--- src/rtl/wakeup_issue_queue.sv ---
module wakeup_issue_queue #(
  parameter int DEPTH = 8,
  parameter int TAGW  = 6,
  parameter int BRW   = 4,
  parameter int NWB   = 2,
  parameter int PW    = 8,
  parameter int BIW   = $clog2(BRW)
) (
  input  logic                clk,
  input  logic                rst_n,
  input  logic                ins_valid,
  input  logic [TAGW-1:0]     ins_tag_a,
  input  logic                ins_rdy_a,
  input  logic [TAGW-1:0]     ins_tag_b,
  input  logic                ins_rdy_b,
  input  logic [BRW-1:0]      ins_mask,
  input  logic [PW-1:0]       ins_data,
  output logic                full,
  input  logic [NWB-1:0]      wb_valid,
  input  logic [NWB*TAGW-1:0] wb_tags,
  input  logic                kill_valid,
  input  logic [BIW-1:0]      kill_idx,
  input  logic                resolve_valid,
  input  logic [BIW-1:0]      resolve_idx,
  output logic                iss_valid,
  output logic [PW-1:0]       iss_data,
  output logic [BRW-1:0]      iss_mask
);
  localparam int SW = (DEPTH > 1) ? $clog2(DEPTH) : 1;

  logic [DEPTH-1:0] vld, rdy_a, rdy_b;
  logic [TAGW-1:0]  tag_a [DEPTH];
  logic [TAGW-1:0]  tag_b [DEPTH];
  logic [BRW-1:0]   msk   [DEPTH];
  logic [PW-1:0]    dat   [DEPTH];
  logic [DEPTH-1:0] older [DEPTH];   // older[i][j]: entry i was inserted before entry j

  logic [DEPTH-1:0] wk_a, wk_b, dead, live, req, gnt;
  logic [DEPTH-1:0] col [DEPTH];
  logic [BRW-1:0]   clr;
  logic [SW-1:0]    slot;
  logic             ins_dead, ins_wk_a, ins_wk_b, do_ins;

  function automatic logic hit(input logic [TAGW-1:0] t, input logic [NWB-1:0] v,
                               input logic [NWB*TAGW-1:0] ts);
    logic h;
    h = 1'b0;
    for (int k = 0; k < NWB; k++)
      if (v[k] && ts[k*TAGW +: TAGW] == t) h = 1'b1;
    return h;
  endfunction

  assign full     = &vld;
  assign clr      = resolve_valid ? (BRW'(1) << resolve_idx) : '0;
  assign ins_dead = kill_valid & ins_mask[kill_idx];
  assign ins_wk_a = ins_rdy_a | hit(ins_tag_a, wb_valid, wb_tags);
  assign ins_wk_b = ins_rdy_b | hit(ins_tag_b, wb_valid, wb_tags);
  assign do_ins   = ins_valid & ~full & ~ins_dead;
  assign iss_valid = |req;

  // wakeup, then kill filter, then oldest-ready selection
  always_comb begin
    for (int i = 0; i < DEPTH; i++) begin
      wk_a[i] = rdy_a[i] | hit(tag_a[i], wb_valid, wb_tags);
      wk_b[i] = rdy_b[i] | hit(tag_b[i], wb_valid, wb_tags);
      dead[i] = kill_valid & msk[i][kill_idx];
      live[i] = vld[i] & ~dead[i];
      req[i]  = live[i] & wk_a[i] & wk_b[i];
      for (int j = 0; j < DEPTH; j++) col[i][j] = older[j][i];
    end
    for (int i = 0; i < DEPTH; i++) gnt[i] = req[i] & ~|(req & col[i]);
  end

  always_comb begin
    iss_data = '0;
    iss_mask = '0;
    for (int i = 0; i < DEPTH; i++)
      if (gnt[i]) begin
        iss_data = iss_data | dat[i];
        iss_mask = iss_mask | msk[i];
      end
  end

  always_comb begin
    slot = '0;
    for (int i = DEPTH - 1; i >= 0; i--)
      if (!vld[i]) slot = SW'(i);
  end

  // insertion last: uses a slot that was free at the start of the cycle
  always_ff @(posedge clk) begin
    if (!rst_n) begin
      vld   <= '0;
      rdy_a <= '0;
      rdy_b <= '0;
      for (int i = 0; i < DEPTH; i++) begin
        tag_a[i] <= '0;
        tag_b[i] <= '0;
        msk[i]   <= '0;
        dat[i]   <= '0;
        older[i] <= '0;
      end
    end else begin
      for (int i = 0; i < DEPTH; i++) begin
        vld[i]   <= live[i] & ~gnt[i];
        rdy_a[i] <= wk_a[i];
        rdy_b[i] <= wk_b[i];
        msk[i]   <= msk[i] & ~clr;
      end
      if (do_ins) begin
        vld[slot]   <= 1'b1;
        rdy_a[slot] <= ins_wk_a;
        rdy_b[slot] <= ins_wk_b;
        tag_a[slot] <= ins_tag_a;
        tag_b[slot] <= ins_tag_b;
        msk[slot]   <= ins_mask & ~clr;
        dat[slot]   <= ins_data;
        for (int j = 0; j < DEPTH; j++)
          if (SW'(j) != slot) older[j][slot] <= 1'b1;
        older[slot] <= '0;
      end
    end
  end

  AST_GRANT_ONEHOT: assert property (@(posedge clk) disable iff (!rst_n)
    $onehot0(gnt));

  AST_NO_KILLED_ISSUE: assert property (@(posedge clk) disable iff (!rst_n)
    (iss_valid && kill_valid) |-> !iss_mask[kill_idx]);

  AST_FULL_HOLDS: assert property (@(posedge clk) disable iff (!rst_n)
    (full && !iss_valid && !kill_valid) |=> full);

  AST_ISSUED_LEAVES: assert property (@(posedge clk) disable iff (!rst_n)
    (iss_valid && !full && !ins_valid) |=> !full);

  for (genvar g = 0; g < DEPTH; g++) begin : g_chk
    AST_RESOLVE_CLEARS: assert property (@(posedge clk) disable iff (!rst_n)
      ($past(resolve_valid) && vld[g]) |-> !msk[g][$past(resolve_idx)]);
  end
endmodule

--- config.mk ---
export PLATFORM = sky130hd
export DESIGN_NAME = wakeup_issue_queue
export DESIGN_NICKNAME = d
export VERILOG_FILES = /design/src/rtl/wakeup_issue_queue.sv
export SDC_FILE = /design/constraint.sdc
export NUM_CORES = 1
export LEC_CHECK = 0
export BUFFER_PORTS_ARGS = -buffer_cell sky130_fd_sc_hd__buf_4
export CAP_MARGIN = 20
export CORE_UTILIZATION = 55
export CTS_BUF_LIST = sky130_fd_sc_hd__clkbuf_4
export DETAILED_ROUTE_END_ITERATION = 10
export PLACE_DENSITY = 0.71
export SLEW_MARGIN = 20
export SYNTH_ARGS = -nofsm -noshare
export SYNTH_HDL_FRONTEND = slang
export SYNTH_SLANG_ARGS = --single-unit
--- constraint.sdc ---
create_clock -name clk -period 4 [get_ports clk]
set_input_delay 0.2 -clock clk [delete_from_list [all_inputs] [get_ports clk]]
set_output_delay 0.2 -clock clk [all_outputs]
set_load 0.01 [all_outputs]
==> flow_summary.yaml, run 1 <==
yosys:
  ys_seq_elements: 280
  synth.avg_cell_area_um2: 10.60
  ys_seq_area_share_pct: 49.30
  synth-main-ff-cell: "edfxtp_1"
  ys.warnings.count: 0
  synth_cell_types: 75
  synthCells: 1379
  syn_nets: 1428
  synth_async_sr_flop_share_pct: 0
  syn_area_um2: 14620
  synth-edff-count: 160
die:
  num_io_pins: 63
  start_util_pct: 56.10
  die_area_um2: 27230
  core_um2: 26060
  die_x_um: 165.0
  die_height_um: 165.0
  std_cell_rows: 59
global_route:
  grt_overflow: 0
  track_usage_pct: 31.89
  met3_usage_pct: 5.173
  use_met1_pct: 38.55
  antenna_found_initial: 1
  grt_pass1_vias: 11210
  grt_busiest_layer: "met2"
  met2_usage_pct: 55.02
  grt_max_degree: 108
  grt_pass1_wl_um: 64110
sta:
  hold_violations: 0
  max_freq_mhz: 256.6
  worst_pin_slew_ns: 0.8219
  finalSetupViolCount: 0
  slew_viol_final: 0
  postLayoutSetupSlackWorst_ns: 0.1028
  rsz0062_at_grt: "true"
  fin_crit_ns: 3.897
  fin_skew_ns: 0.05961
  slew_headroom_pct: 45.20
  holdWs_ns: 0.06334
  post-route-period-util_pct: 97.43
detailed_routing:
  drc: 0
  dr.pass1.iters: 6
  drt-initial-drc-count: 865
  drt-total-wl_um: 42570
  wl_per_cell_um: 22.75
  via_per_inst: 6.036
  vias: 11290
  postRouteAntennaNets: 0
clock_tree:
  h-tree-depth: 3
  numCtsBuffers: 74
  clock-sinks: 280
  root_buffer: "clkbuf_4"
  clk_latency_ns: 0.70
  cts_tree: "done"
  cts_buffer_depth: 3
  clk_pin_slew_worst_paths_ns: 0.07
layout:
  finish.net_count: 1524
  drive_above_1_share_pct: 19.09
  final_area_um2: 16480
  n_fill_cell: 2123
  synthToLayoutAreaGrowth_pct: 12.75
  fin_cells: 1871
worst_setup_path:
  cp_max_fo: 9
  cpPeakStageDelay_ns: 0.56
  critPathSlowestCell: "a22oi_1"
  r2r_start: "tag_a[7][1]"
  crit_buf_inv: 1
  arrival_ns: 3.70
  crit_family: "compound AO/OA/AOI/OAI gates"
  path_class: "reg2out"
  reg2reg_to: "vld[2]"
  reg2regPathDepth: 9
  rrSetupSlack_ns: 1.05
  cp.required_ns: 3.80
  startpoint: "tag_a[7][1]"
  crit_end: "iss_data[1]"
  start_kind: "register"
  critical_path_depth: 10
  cp-end-kind: "primary output"
  crit_chain: "xnor2_1 > nand4_1 > nor4_2 > o32ai_2 > nor2_2 > a22oi_1 > nand3_2 > o22ai_1 > or3_1 > buf_4"
run_status:
  outcome: "finished, final reports clean"
placement:
  post-place-ws_ns: 0.6246
  gp_congestion: 0.8959
  port_buffers: 62
  post-place-cells: 1701
  dpl_cell_area_um2: 15160
  post-dp-hpwl_um: 26650
pwr:
  pwr_density_cell_nw_per_um2: 384.3
  p_leak_uw: 0.006625
  vdd.ir_drop.worst_v: 0.0002612
hold_path:
  hold_path_class: "in2reg"
run:
  maxCapViolations: 0
==> stage by stage <==
| stage | utilization [%] | setup TNS (ns) | total power [uW] |
|---|---|---|---|
| after CTS | 63.00 | 0 | 6352 |
| after floorplan | - | 0 | 3660 |
| after detailed placement | 58.18 | 0 | 3841 |
| after global placement | 58.18 | 0 | 3820 |
| after global routing | 63.25 | -0.02305 | 6566 |
| final | 63.25 | 0 | 6334 |
==> cell families after synthesis <==
family / Yosys count / share of synthesized area (%)
buf+inv: 142 / 5.358
simple gates: 591 / 21.91
flops: 280 / 49.30
xor+xnor: 216 / 12.99
compound gates: 119 / 7.541
mux: 31 / 2.893
==> where the power goes <==
group	switching (uW)	total, uW	internal (uW)	leakage (uW)
sequential	69.1	3210	3140	0.00263
clock	1220	2520	1300	0.000562
combinational	381	606	225	0.00343
total	1670	6330	4660	0.00663
==> worst min path at each step <==
stage	from	to	slack, ns	cells after the start
2_1_floorplan	older[6][6]	older[6][6]	0.40	2
3_3_place_gp	older[6][6]	older[6][6]	0.41	2
3_5_place_dp	older[6][6]	older[6][6]	0.42	2
4_1_cts	resolve_idx[0]	msk[6][3]	0.02	4
5_1_grt	resolve_idx[0]	msk[5][0]	0.09	4
6_report	resolve_idx[0]	msk[6][3]	0.06	4
==> sequential cells by signal (all words and copies together) (netlist names) <==
| signal | cells |
|---|---|
| dat | 64 |
| msk | 32 |
| older | 64 |
| rdy_a | 8 |
| rdy_b | 8 |
| tag_a | 48 |
| tag_b | 48 |
| vld | 8 |
==> cell type report <==
cell class,count,area (um2),area share (%)
Tap cell,335,419.2,2.543
Clock inverter,24,123.9,0.7515
Antenna cell,1,2.502,0.01518
Timing Repair Buffer,129,1074,6.513
Sequential cell,280,7207,43.73
Inverter,33,123.9,0.7515
Multi-Input combinational cell,957,6691,40.60
Clock buffer,112,840.8,5.101
==> layer usage <==
layer / up-vias / part of all wire, %
met5: - / 0
met4: 0 / 4.1
met3: 136 / 7.0
met2: 515 / 50
met1: 5497 / 39
li1: 5146 / -
==> synth_stat cells, types with 28 or more instances <==
cell / n / area, um2
clkbuf_1: 52 / 195.2
nand3_1: 42 / 210.2
xnor2_1: 88 / 770.7
nand2_1: 69 / 259.0
nand4_1: 41 / 256.5
and3_1: 164 / 1026
xor2_1: 127 / 1112
inv_1: 28 / 105.1
edfxtp_1: 160 / 4805
nor2_1: 176 / 660.6
dfxtp_1: 120 / 2402
==> what timing repair did <==
action	4_1_cts	5_1_grt
buffers inserted	0	3
hold buffers	29	0
endpoints found under the hold margin	186	0
gates resized for setup	0	4
endpoints found under the setup margin	0	12
==> cell usage in the layout, fill, tap and decap left out, types with 5 or more instances in the layout <==
master / synthesis / routed
xor2_1: 127 / 127
mux2i_1: 22 / 22
clkbuf_4: 1 / 112
inv_1: 28 / 28
mux4_2: 9 / 9
nand3_1: 42 / 42
and2_1: 7 / 6
o22ai_1: 14 / 14
a41o_1: 10 / 10
dfxtp_1: 120 / 120
nor2_1: 176 / 175
or3_1: 9 / 9
nor4_1: 18 / 16
nor4_4: 5 / 5
nor4_2: 10 / 12
edfxtp_1: 160 / 160
nor3_1: 22 / 22
a22o_1: 5 / 5
xnor2_1: 88 / 88
a211oi_1: 12 / 12
clkinv_1: 3 / 17
a21boi_2: 5 / 5
and3_1: 164 / 164
nand2b_1: 8 / 8
a22oi_1: 8 / 8
a21oi_1: 16 / 16
nand4_1: 41 / 41
nand2_1: 69 / 69
buf_4: 6 / 97
dlygate4sd3_1: 0 / 29
==> worst reg2reg max path: stages (launching register included) <==
cell      delay [ns]
edfxtp_1        0.44
xnor2_1         0.16
nand4_1         0.12
nor4_2          0.06
o32ai_2         0.56
nor2_2          0.17
a22oi_1         0.56
nand3_2         0.45
a21oi_1         0.26
nor2_1          0.05
Note: power is estimated with default switching activity, not from simulation.
==> run 2: changes to the inputs <==
Settings changed: CELL_PAD_IN_SITES_DETAIL_PLACEMENT set to 1, CELL_PAD_IN_SITES_GLOBAL_PLACEMENT set to 1, PLACE_DENSITY 0.71 to 0.86.
==> flow_summary.yaml, run 2 (synthesis gave the netlist of run 1 again) <==
global_route:
  grt_pass1_vias: 12710
  track_usage_pct: 36.85
  grt_overflow: 0
  grt_max_degree: 139
  antenna_found_initial: 2
  grt_pass1_wl_um: 73400
sta:
  finalSetupViolCount: 0
  post-route-period-util_pct: 99.03
  fin_crit_ns: 3.961
  hold_violations: 0
  slew_headroom_pct: 39.15
  tns_ns: 0
  worst_pin_slew_ns: 0.9058
  fin_skew_ns: 0.03686
  slew_viol_final: 0
  max_freq_mhz: 252.5
hold_path:
  hold_path_class: "in2reg"
detailed_routing:
  wl_per_cell_um: 26.43
  via_per_inst: 6.332
  dr.pass1.iters: 6
  drt-initial-drc-count: 979
  postRouteAntennaNets: 0
  drc: 0
  drt-total-wl_um: 49560
  vias: 11870
clock_tree:
  cts_buffer_depth: 3
  clk_latency_ns: 0.71
  clock-sinks: 280
  cts_tree: "done"
  h-tree-depth: 3
  numCtsBuffers: 76
  root_buffer: "clkbuf_4"
  clk_pin_slew_worst_paths_ns: 0.07
worst_setup_path:
  cp-end-kind: "primary output"
  critPathSlowestCell: "or3_1"
  start_kind: "register"
  crit_chain: "xnor2_1 > nand4_1 > nor4_2 > o32ai_2 > or3_1 > a2111oi_4 > buf_4 > buf_4 > nand3_1 > nand4_1 > or3_1 > buf_4"
  cpPeakStageDelay_ns: 0.48
  crit_buf_inv: 3
  arrival_ns: 3.76
  cp.required_ns: 3.80
  crit_family: "simple AND/OR/NAND/NOR gates"
  path_class: "reg2out"
  cp_max_fo: 8
  cpMostUsedCell: "buf_4"
layout:
  synthToLayoutAreaGrowth_pct: 13.93
  final_cell_mix: "nor2_1, and3_1, edfxtp_1, xor2_1, clkbuf_4"
  layout_commonest_cell: "nor2_1"
  drive_above_1_share_pct: 19.96
  fin_cells: 1875
  final_area_um2: 16650
  top_regs: "dat x64, older x64"
  finish.net_count: 1523
die:
  core_um2: 26060
  die_height_um: 165.0
  die_area_um2: 27230
  start_util_pct: 56.10
  std_cell_rows: 59
  num_io_pins: 63
  die_x_um: 165.0
pwr:
  pwr_density_cell_nw_per_um2: 399.9
  vdd.ir_drop.worst_v: 0.0002716
  p_leak_uw: 0.006709
  power_uw: 6660
run:
  maxCapViolations: 0
run_status:
  outcome: "finished, final reports clean"
placement:
  post-place-cells: 1700
  gp_congestion: 0.8867
  dpl_cell_area_um2: 15190
  post-dp-hpwl_um: 30190
  port_buffers: 62
## run 2: cell type report
| type | instances | area (um2) |
|---|---|---|
| clock inverters | 18 | 130.1 |
| multi-input cells | 957 | 6734 |
| diodes | 2 | 5.005 |
| inverters | 33 | 123.9 |
| clock buffers | 124 | 930.9 |
| flip-flops and latches | 280 | 7207 |
| fillers | 2772 | 9405 |
| well taps | 335 | 419.2 |
| repair buffers | 126 | 1104 |
## run 2: where the power goes
group          switching, uW  leakage, uW  internal, uW
clock network           1280     0.000635          1540
registers               72.2      0.00263          3140
logic                    409      0.00344           227
## run 2: worst min-delay path, cell delays in order
cell	delay (ns)
buf_4	0.09
o21ai_1	0.28
nor2_1	0.16
## run 2: path summary, 6_finish.rpt
kind	from	endpoint	slack, ns	cells after the start
setup reg to reg	tag_b[3][0]	vld[0]	1.05	10
setup / recovery	tag_a[6][3]	iss_data[1]	0.04	12
hold / removal	resolve_idx[1]	msk[6][0]	0.08	3
hold reg to reg	older[6][6]	older[6][6]	0.44	2
## run 2: what timing repair did
item | in CTS | in global routing
pin swaps | 0 | 1
resized for setup | 1 | 10
setup endpoints to repair | 5 | 12
setup buffers | 0 | 3
endpoints found under the hold margin | 194 | 0
hold buffers | 27 | 0
## run 2: metal layers
layer	routed length (um)	vias to the layer above	global-route usage [%]	part of all wire, %
met5	0	-	0	0
met4	2875	0	23.44	5.8
met3	3240	201	6.153	6.5
met2	24700	608	63.64	50
met1	18750	5915	42.24	38
li1	-	5149	-	-
## run 2: through the flow
| stage | hold WS (ns) | util (%) | worst slack [ns] |
|---|---|---|---|
| CTS | 0.05249 | 63.41 | 0.008923 |
| detailed placement | 0.4323 | 58.28 | 0.5899 |
| global placement | 0.4130 | 58.22 | 0.7681 |
| floorplan | 0.4039 | - | 1.206 |
| global route | 0.07989 | 63.91 | -0.02387 |
| finish | 0.07893 | 63.91 | 0.03885 |
